`config.mk`:
```
export PLATFORM = sky130hd
export DESIGN_NAME = mul_add_seq
export DESIGN_NICKNAME = d
export VERILOG_FILES = /design/src/rtl/mul_add_pkg.sv /design/src/rtl/mul_add_adder.sv /design/src/rtl/mul_add_acc.sv /design/src/rtl/mul_add_cnt.sv /design/src/rtl/mul_add_ctrl.sv /design/src/rtl/mul_add_seq.sv
export SDC_FILE = /design/constraint.sdc
export NUM_CORES = 1
export LEC_CHECK = 0
export BUFFER_PORTS_ARGS = -buffer_cell sky130_fd_sc_hd__buf_2
export CAP_MARGIN = 20
export CORE_AREA = 2 2 39 41
export CTS_CLUSTER_DIAMETER = 60
export DETAILED_ROUTE_END_ITERATION = 6
export DIE_AREA = 0 0 41 43
export HOLD_SLACK_MARGIN = 0.05
export PLACE_DENSITY = 0.61
export SETUP_SLACK_MARGIN = 0.05
export SLEW_MARGIN = 40
export SYNTH_ARGS = -nofsm -noshare
export SYNTH_HDL_FRONTEND = slang
export SYNTH_SLANG_ARGS = --single-unit
```
`constraint.sdc`:
```
create_clock -name clk_i -period 2.4 [get_ports clk_i]
set_input_delay 0.36 -clock clk_i [delete_from_list [all_inputs] [get_ports clk_i]]
set_output_delay 0.36 -clock clk_i [all_outputs]
set_load 0.02 [all_outputs]
```
`src/rtl/mul_add_pkg.sv`:
```
package mul_add_pkg;
  typedef enum logic [1:0] {
    ST_IDLE = 2'b00,
    ST_LOAD = 2'b01,
    ST_ADD  = 2'b11,
    ST_DONE = 2'b10
  } state_e;
endpackage

```
`src/rtl/mul_add_adder.sv`:
```
module mul_add_adder #(
  parameter int W = 4
) (
  input  logic [W-1:0] x_i,
  input  logic [W-1:0] y_i,
  output logic [W-1:0] sum_o
);
  logic [W:0] carry;
  assign carry[0] = 1'b0;

  for (genvar i = 0; i < W; i++) begin : g_fa
    assign sum_o[i]   = x_i[i] ^ y_i[i] ^ carry[i];
    assign carry[i+1] = (x_i[i] & y_i[i]) | (carry[i] & (x_i[i] ^ y_i[i]));
  end

  // top carry dropped: modulo 2^W
  logic unused_carry;
  assign unused_carry = carry[W];
endmodule

```
`src/rtl/mul_add_acc.sv`:
```
module mul_add_acc #(
  parameter int W = 4
) (
  input  logic         clk_i,
  input  logic         rst_ni,
  input  logic         ld_b_i,
  input  logic         ld_sum_i,
  input  logic [W-1:0] a_i,
  input  logic [W-1:0] b_i,
  output logic [W-1:0] x_o
);
  logic [W-1:0] x_q, sum;

  mul_add_adder #(.W(W)) u_add (
    .x_i  (x_q),
    .y_i  (a_i),
    .sum_o(sum)
  );

  always_ff @(posedge clk_i or negedge rst_ni) begin
    if (!rst_ni)       x_q <= '0;
    else if (ld_b_i)   x_q <= b_i;
    else if (ld_sum_i) x_q <= sum;
  end

  assign x_o = x_q;

  assert_load_b_R2: assert property (@(posedge clk_i) disable iff (!rst_ni)
    ld_b_i |=> x_q == $past(b_i));

  assert_add_step_R3: assert property (@(posedge clk_i) disable iff (!rst_ni)
    (ld_sum_i && !ld_b_i) |=> x_q == W'($past(x_q) + $past(a_i)));

  assert_hold_R7: assert property (@(posedge clk_i) disable iff (!rst_ni)
    (!ld_b_i && !ld_sum_i) |=> $stable(x_q));
endmodule

```
`src/rtl/mul_add_cnt.sv`:
```
module mul_add_cnt #(
  parameter int MOD   = 4,
  localparam int CW   = (MOD > 2) ? $clog2(MOD) : 1
) (
  input  logic          clk_i,
  input  logic          rst_ni,
  input  logic          inc_i,
  output logic          term_o,
  output logic [CW-1:0] cnt_o
);
  localparam logic [CW-1:0] LAST = CW'(MOD - 1);
  logic [CW-1:0] cnt_q;

  always_ff @(posedge clk_i or negedge rst_ni) begin
    if (!rst_ni)    cnt_q <= '0;
    else if (inc_i) cnt_q <= (cnt_q == LAST) ? '0 : cnt_q + 1'b1;
  end

  assign term_o = (cnt_q == LAST);
  assign cnt_o  = cnt_q;

  assert_wrap_R5: assert property (@(posedge clk_i) disable iff (!rst_ni)
    (inc_i && term_o) |=> cnt_q == '0);

  assert_cnt_hold_R3: assert property (@(posedge clk_i) disable iff (!rst_ni)
    !inc_i |=> $stable(cnt_q));
endmodule

```
`src/rtl/mul_add_ctrl.sv`:
```
module mul_add_ctrl
  import mul_add_pkg::*;
(
  input  logic clk_i,
  input  logic rst_ni,
  input  logic start_i,
  input  logic term_i,
  output logic ld_b_o,
  output logic ld_sum_o,
  output logic inc_o,
  output logic done_o
);
  state_e state_q, state_d;

  always_comb begin
    state_d = state_q;
    unique case (state_q)
      ST_IDLE: if (start_i) state_d = ST_LOAD;
      ST_LOAD: state_d = ST_ADD;
      ST_ADD:  if (term_i) state_d = ST_DONE;
      ST_DONE: state_d = ST_IDLE;
      default: state_d = ST_IDLE;
    endcase
  end

  always_ff @(posedge clk_i or negedge rst_ni) begin
    if (!rst_ni) state_q <= ST_IDLE;
    else         state_q <= state_d;
  end

  // Moore strobes
  assign ld_b_o   = (state_q == ST_LOAD);
  assign ld_sum_o = (state_q == ST_ADD);
  assign inc_o    = (state_q == ST_ADD);
  assign done_o   = (state_q == ST_DONE);

  assert_load_only_from_idle_R6: assert property (@(posedge clk_i) disable iff (!rst_ni)
    (state_q != ST_IDLE) |=> state_q != ST_LOAD);

  assert_done_pulse_R4: assert property (@(posedge clk_i) disable iff (!rst_ni)
    done_o |=> !done_o);

  assert_start_load_R2: assert property (@(posedge clk_i) disable iff (!rst_ni)
    (state_q == ST_IDLE && start_i) |=> ld_b_o);

  assert_strobe_excl_R3: assert property (@(posedge clk_i) disable iff (!rst_ni)
    $onehot0({ld_b_o, ld_sum_o, done_o}));
endmodule

```
`src/rtl/mul_add_seq.sv`:
```
module mul_add_seq #(
  parameter int W    = 4,
  parameter int ADDS = 4
) (
  input  logic         clk_i,
  input  logic         rst_ni,
  input  logic [W-1:0] a_i,
  input  logic [W-1:0] b_i,
  input  logic         start_i,
  output logic [W-1:0] x_o,
  output logic         done_o
);
  localparam int CW = (ADDS > 2) ? $clog2(ADDS) : 1;

  logic ld_b, ld_sum, inc, term;
  logic [CW-1:0] cnt;

  mul_add_ctrl u_ctrl (
    .clk_i   (clk_i),
    .rst_ni  (rst_ni),
    .start_i (start_i),
    .term_i  (term),
    .ld_b_o  (ld_b),
    .ld_sum_o(ld_sum),
    .inc_o   (inc),
    .done_o  (done_o)
  );

  mul_add_cnt #(.MOD(ADDS)) u_cnt (
    .clk_i (clk_i),
    .rst_ni(rst_ni),
    .inc_i (inc),
    .term_o(term),
    .cnt_o (cnt)
  );

  mul_add_acc #(.W(W)) u_acc (
    .clk_i   (clk_i),
    .rst_ni  (rst_ni),
    .ld_b_i  (ld_b),
    .ld_sum_i(ld_sum),
    .a_i     (a_i),
    .b_i     (b_i),
    .x_o     (x_o)
  );

  assert_done_cnt_zero_R5: assert property (@(posedge clk_i) disable iff (!rst_ni)
    done_o |-> cnt == '0);

  assert_reset_idle_R1: assert property (@(posedge clk_i)
    !rst_ni |-> (x_o == '0 && !done_o && cnt == '0));
endmodule

```
* After elaboration in Yosys (flattened, before gate mapping)
Cells that the tools add are included.
Word-level totals: register bits after elaboration 8, output and inout bits 5, logic and storage cells 33
Cells by class: $add $sub $neg 1, eq/ne operators 6, multiplexer cells 6, bitwise gates (word level) 14, reductions and logical operators 3
Operators by type and width (count):
- 4-bit 2-to-1 mux | 2
- 2-bit case mux with 4 select lines | 1
- 1-bit XOR | 7
- 2-bit == test (second input constant) | 3
- 2-bit 2-to-1 mux | 3
- 1-bit AND | 5
- 2-bit by 1-bit adder with 2-bit output (second input constant) | 1
- 2-bit by 1-bit == test with 1-bit output (second input constant) | 1
- 2-bit zero test | 1
- 2-bit by 1-bit inequality test with 1-bit output (second input constant) | 1
- 2-bit inequality test (second input constant) | 1
- 1-bit OR | 2
- 2-bit AND reduction | 1
- 2-bit nonzero test | 1

* Depth between registers and ports, before layout
Gate-level depths: netlist of run 1.
word-level depth 8, depth in mapped cells 6, gate-level depth less buffers 6

* Modules after synthesis
From an unflattened synthesis of run 1, not the netlist that was laid out.
Unflattened totals: cell total of the unflattened synthesis 37, area, all modules 451.7 µm²
Modules (own cells, without submodules):
- mul_add_acc | instances 1, cells an instance 17, area each 186.4 µm², seq. area each 100.1 µm²
- mul_add_ctrl | instances 1, cells an instance 10, area each 95.1 µm², seq. area each 50.0 µm²
- mul_add_cnt | instances 1, cells an instance 6, area each 93.8 µm², seq. area each 50.0 µm²
- mul_add_adder | instances 1, cells an instance 4, area each 76.3 µm², seq. area each 0.0 µm²

* Least setup slack after synthesis of run 1
OpenSTA, ideal clock, no wires.
path type register to register, start reg u_acc.x_q[0], in the netlist u_acc.x_o[0], end reg u_acc.x_q[3], in the netlist u_acc.x_o[3], arrival 1.867 ns, data required time 2.276 ns, slack 0.410 ns, stages on the path, launching flop included 7, cells stage by stage dfrtp_1 ha_1 fa_1 fa_1 xor2_1 mux2i_1 a21oi_2
Between the ends: word-level cells in the longest chain between the ends 8
RTL lines:
- from (decl) | RTL line mul_add_acc.sv:12 | logic [W-1:0] x_q, sum;
- from (signal assigned) | RTL line mul_add_acc.sv:22 | else if (ld_b_i) x_q <= b_i;
- from (signal assigned) | RTL line mul_add_acc.sv:23 | else if (ld_sum_i) x_q <= sum;
- 1-bit AND (2 in series) | RTL line mul_add_adder.sv:13 | assign carry[i+1] = (x_i[i] & y_i[i]) | (carry[i] & (x_i[i] ^ y_i[i]));
- 1-bit OR | RTL line mul_add_adder.sv:13
- 1-bit AND | RTL line mul_add_adder.sv:13
- 1-bit OR | RTL line mul_add_adder.sv:13
- 1-bit XOR | RTL line mul_add_adder.sv:12 | assign sum_o[i] = x_i[i] ^ y_i[i] ^ carry[i];
- 4-bit 2-to-1 mux | RTL line mul_add_acc.sv:23
- 4-bit 2-to-1 mux | RTL line mul_add_acc.sv:22
Every way passes these cells. The select of a mux whose other input is x is not followed. A chain may end at the register's enable or synchronous reset.

* Worst setup path after layout of run 1
Ends and elaborated chain as after synthesis.

==> impl_metrics.toml, run 1 <==
[status]
status = "completed"

[clocking]
clockBufferDepth = 2
clkTransAtPathRegs_ps = 60
cts_buffers = 3
post_cts_resized = 0
cts_tree = "built"
cts_sinks = 8
h-tree-depth = 1
clk_latency_ps = 240
cts-hold-fix-buffers = 1
cts_setup_buffers = 0
cts_root_buf = "clkbuf_4"

[floorplan]
ios = 16
die_h_um = 43
start_util_pct = 31.9
fp-row-count = 14
die-area_mm2 = 0.00176
fp.dieW_um = 41
core_area_mm2 = 0.00138

[drt]
wl_met2_um = 369
routed.top_layer = "met4"
via_per_inst = 4.81
vias = 337
wire_per_inst_um = 10.7
dr.pass1.iters = 2
wl_met3_um = 59
wl_met1_um = 311
ant_nets = 0
first_iter_violations = 1
routed_wirelength_um = 752
route.detailed.drc = 0

[finish]
fin_cells = 70
layout-drive-gt1-share_pct = 40.7
num-nets-final = 71
n_antenna_cell = 0
syn2layout_area_growth_pct = 23.8
fillers = 140
final_util_pct = 39.5

[yosys]
syn_area_um2 = 442
ys.flop_type = "dfrtp_1"
synth_edf_count = 0
yosysTopAreaCell = "dfrtp_1"
yosysUniqueCellTypes = 20
synth_seq_cells = 8
async_flop_share_pct = 100
synth_cells = 38
yosysSeqAreaShare_pct = 45.3
ys_top_cells_by_count = "dfrtp_1 (8), mux2i_1 (4), nor2_1 (4), a21oi_1 (3)"
synthTopCellsByArea = "dfrtp_1 (45%), fa_1 (9.1%), mux2i_1 (9.1%), ha_1 (5.7%), a21oi_1 (3.4%)"
syn_area_per_cell_um2 = 11.6
yosysMostFrequentCell = "dfrtp_1"
yosys_warnings = 0
syn_nets = 53
yosysTopAreaCellShare_pct = 45.3

[worst_hold_path]
hold_class = "in -> reg"

[placement]
port_buffers = 15
dp.cells = 66
globalplace.congestion = 0.709
dp_hpwl_um = 571

[critical_path]
cp.required_ps = 2520
worstSetupPathType = "reg -> reg"
worstPathArrival_ps = 2110
endpoint_kind = "register"
cp-start-kind = "register"
worstPathMaxFanout = 3

[timing]
finalSetupTns_ps = 0
fin_crit_ps = 1990
period_share_pct = 83.0
relSlewSlack_pct = 71.3
finalSetupViolCount = 0
hold_slack_ps = 384
max_freq_ghz = 0.502
final_max_slew_viol_count = 0
hold_viol = 0
worst_pin_slew_ps = 431
grt_setup_unrepaired = "false"
finClkSkew_ps = 2.63

[grt]
track_usage_pct = 10.3
grt_pass1_wl_um = 1170
grt_max_degree = 15
grt_pass1_vias = 282
antenna_found_initial = 0
grt_remaining_overflow = 0

[power]
leakagePower_nw = 0.281
power.density_mw_per_mm2 = 1380
peakVddDrop_mv = 0.454

[job]
drv_cap = 0
[registers in the layout (all words and copies together) (netlist names)]
name,count
u_acc.x_o,4
u_cnt.cnt_o,2
u_ctrl.state_q,2
[placed cells by master, fill, tap and decap left out]
cell / instances
buf_2: 15
dfrtp_1: 8
mux2i_1: 4
nor2_1: 4
a21oi_1: 3
clkbuf_4: 3
o22ai_1: 2
fa_1: 2
ha_1: 2
inv_2: 1
nand2_2: 1
nor3_1: 1
a21o_1: 1
nand2_1: 1
xor2_1: 1
nand2b_1: 1
a21oi_2: 1
mux2_4: 1
nor2b_1: 1
dlygate4sd3_1: 1
[per-stage QoR]
step,setup slack (ps),power (mW),instance area (um^2)
after floorplan,410,0.592,442
after global placement,351,0.653,514
after detailed placement,308,0.666,514
after CTS,380,0.767,547
after global routing,303,0.833,547
final,407,0.755,547
[cell families after synthesis]
family / count (synthesis) / synth area share, %
simple gates: 9 / 9.63
flops: 8 / 45.3
compound gates: 7 / 9.91
mux: 5 / 12.5
buf+inv: 4 / 5.95
fa+ha+maj: 4 / 14.7
xor+xnor: 1 / 1.98
[report_power, final]
| part | switching, mW | total, mW | internal (mW) |
|---|---|---|---|
| clock | 0.0430 | 0.100 | 0.0571 |
| sequential | 0.0944 | 0.300 | 0.206 |
| combinational | 0.173 | 0.355 | 0.182 |
| total | 0.310 | 0.755 | 0.445 |
[critical path: stages, from the launching register on]
cell and delay (ps):
dfrtp_1 390, ha_1 190, fa_1 380, fa_1 380
xor2_1 190, mux2i_1 260, a21oi_2 80
[worst paths after layout]
check                               startpoint                 to  slack (ps)  cells after the start
worst max-delay path              u_acc.x_o[0]       u_acc.x_o[3]         410                      6
worst min-delay path                   start_i  u_ctrl.state_q[0]         380                      3
worst max register to register    u_acc.x_o[0]       u_acc.x_o[3]         410                      6
worst min register to register  u_cnt.cnt_o[1]     u_cnt.cnt_o[1]         520                      1
max in group asynchronous               rst_ni       u_acc.x_o[3]        1740                      2
min in group asynchronous               rst_ni       u_acc.x_o[0]         500                      2
[layout make-up]
type                            instances  area [um^2]  area share (%)
Tap cell                               16         20.0            3.66
Clock buffer                            3         22.5            4.12
Inverter                                1         3.75           0.686
Multi-Input combinational cell         26          215            39.4
Sequential cell                         8          200            36.6
Timing Repair Buffer                   16         85.1            15.6
[metal layers]
metal | track usage, % | vias up
met2 | 14.4 | 9
li1 | - | 162
met5 | 0 | -
met3 | 3.14 | 2
met1 | 13.5 | 164
met4 | 6.00 | 0
(Power assumes the default switching activity.)
==> inputs of run 2 (changes only) <==
--- a/config.mk
+++ b/config.mk
@@ -12,7 +12,7 @@
 export DETAILED_ROUTE_END_ITERATION = 6
 export DIE_AREA = 0 0 41 43
 export HOLD_SLACK_MARGIN = 0.05
-export PLACE_DENSITY = 0.61
+export PLACE_DENSITY = 0.63
 export SETUP_SLACK_MARGIN = 0.05
 export SLEW_MARGIN = 40
 export SYNTH_ARGS = -nofsm -noshare
==> constraint.sdc (replaced) <==
create_clock -name clk_i -period 1.8 [get_ports clk_i]
set_input_delay 0.27 -clock clk_i [delete_from_list [all_inputs] [get_ports clk_i]]
set_output_delay 0.27 -clock clk_i [all_outputs]
set_load 0.02 [all_outputs]
==> run 2 against run 1 <==
- first-iteration DRC count did not move
- worst hold slack worse by 110 ps
- combinational power rose by 44%
- non-clock buffer count rose by 1
- sequential power up 36%
- core utilization up 2.2 points
- global-route usage hardly changed
- flip-flop and latch count did not move
- the flow now finishes with violations (setup timing)
==> impl_metrics.toml, run 2 (synthesis gave the netlist of run 1 again) <==
[clocking]
cts_tree = "built"
h-tree-depth = 1
cts_buffers = 3
clk_latency_ps = 260
clockBufferDepth = 2
cts_sinks = 8
cts_setup_buffers = 0
clkTransAtPathRegs_ps = 60
cts_root_buf = "clkbuf_4"
post_cts_resized = 0

[power]
peakVddDrop_mv = 0.737
power.density_mw_per_mm2 = 1860
leakagePower_nw = 0.284
fin_total_pwr_mw = 1.07

[floorplan]
start_util_pct = 31.9
core_area_mm2 = 0.00138
die-area_mm2 = 0.00176
ios = 16
die_h_um = 43
fp.dieW_um = 41
fp-row-count = 14

[drt]
route.detailed.drc = 0
wire_per_inst_um = 11.0
via_per_inst = 4.50
routed_wirelength_um = 790
ant_nets = 0
dr.pass1.iters = 4
vias = 324
first_iter_violations = 1

[finish]
largest_reg_flops = 4
fin_cells = 72
layout-drive-gt1-share_pct = 48.2
num-nets-final = 72
final_util_pct = 41.7
final_common_cell = "buf_2"
n_antenna_cell = 0
final_cell_mix = "buf_2 (15), dfrtp_1 (7), mux2i_1 (4), nor2_1 (4)"
syn2layout_area_growth_pct = 30.6

[grt]
grt_pass1_wl_um = 1100
grt_pass1_vias = 264
antenna_found_initial = 0
grt_remaining_overflow = 0
grt_max_degree = 15
track_usage_pct = 10.3

[critical_path]
worstPathMaxFanout = 2
cp_cell_sequence = "ha_4, fa_2, fa_2, xor2_1, mux2i_1, a21oi_2"
crit_top_cell = "fa_2"
startpoint = "u_acc.x_o[0]"
cp_slowest_cell = "dfrtp_2"
cp.required_ps = 1930
endpoint_kind = "register"
rr_startpoint = "u_acc.x_o[0]"
worstSetupPathType = "reg -> reg"
worstPathArrival_ps = 2000
cpPeakStageDelay_ps = 420
cp-start-kind = "register"

[worst_hold_path]
hold_class = "in -> reg"
worstHoldStart = "start_i"

[timing]
finClkSkew_ps = 5.85
relSlewSlack_pct = 70.2
finalSetupTns_ps = -67.3
period_share_pct = 104
worst_pin_slew_ps = 448
grt_setup_unrepaired = "true"
finalSetupViolCount = 1
max_freq_ghz = 0.536
final_max_slew_viol_count = 0
fin_crit_ps = 1870
setup_slack_ps = -67.3
hold_viol = 0

[placement]
dp.cells = 67
port_buffers = 15
dp_hpwl_um = 539
globalplace.congestion = 0.671

[status]
failed_checks = "setup timing"
status = "finished, violations left"

[job]
drv_cap = 0
-- run 2: path summary, 6_finish.rpt --
check                                         end  slack, ps  cells after the start
worst max-delay path                 u_acc.x_o[3]        -70                      6
worst min-delay path            u_ctrl.state_q[0]        270                      3
worst max register to register       u_acc.x_o[3]        -70                      6
worst min register to register     u_cnt.cnt_o[0]        510                      1
max in group asynchronous            u_acc.x_o[0]       1250                      2
min in group asynchronous          u_cnt.cnt_o[0]        380                      2
-- run 2: per-layer routing --
layer  vias to the layer above  part of all wire (%)  track usage (%)
met3                         4                    10             4.71
met2                        16                    43             14.1
li1                        164                     -                -
met1                       140                    43             10.7
met4                         0                   4.4             10.0
met5                         -                     0                0
-- run 2: critical path: cells and delay by family (launching register included) --
family	cells	cell delay [ps]
compound gates	1	70
fa+ha+maj	3	840
mux	1	250
flops	1	420
xor+xnor	1	160
-- run 2: report_power, final --
part	leakage [nW]	internal (mW)	switching, mW
clock network	0.0150	0.0850	0.0637
registers	0.0895	0.277	0.132
logic	0.180	0.269	0.244
total	0.284	0.630	0.440
-- run 2: repair_timing --
item	4_1_cts	5_1_grt
pin swaps	1	1
hold endpoints to repair	8	0
endpoints found under the setup margin	1	2
cloned	0	0
hold buffers	1	0
-- run 2: final cells by class --
class                      count  area (um^2)
clock buffer                   4         26.3
timing repair buffer          17         92.6
tap                           16         20.0
fill                         129          807
multi-input combinational     26          233
sequential                     8          201
inverter                       1         3.75
-- run 2: metrics by stage --
stage	instance area [um^2]	setup slack, ps	hold WS (ps)
after global routing	577	-125	305
after detailed placement	541	-69.0	124
after global placement	541	-65.7	124
after CTS	577	-74.6	263
final	577	-67.3	271
after floorplan	460	-80.1	-25.6
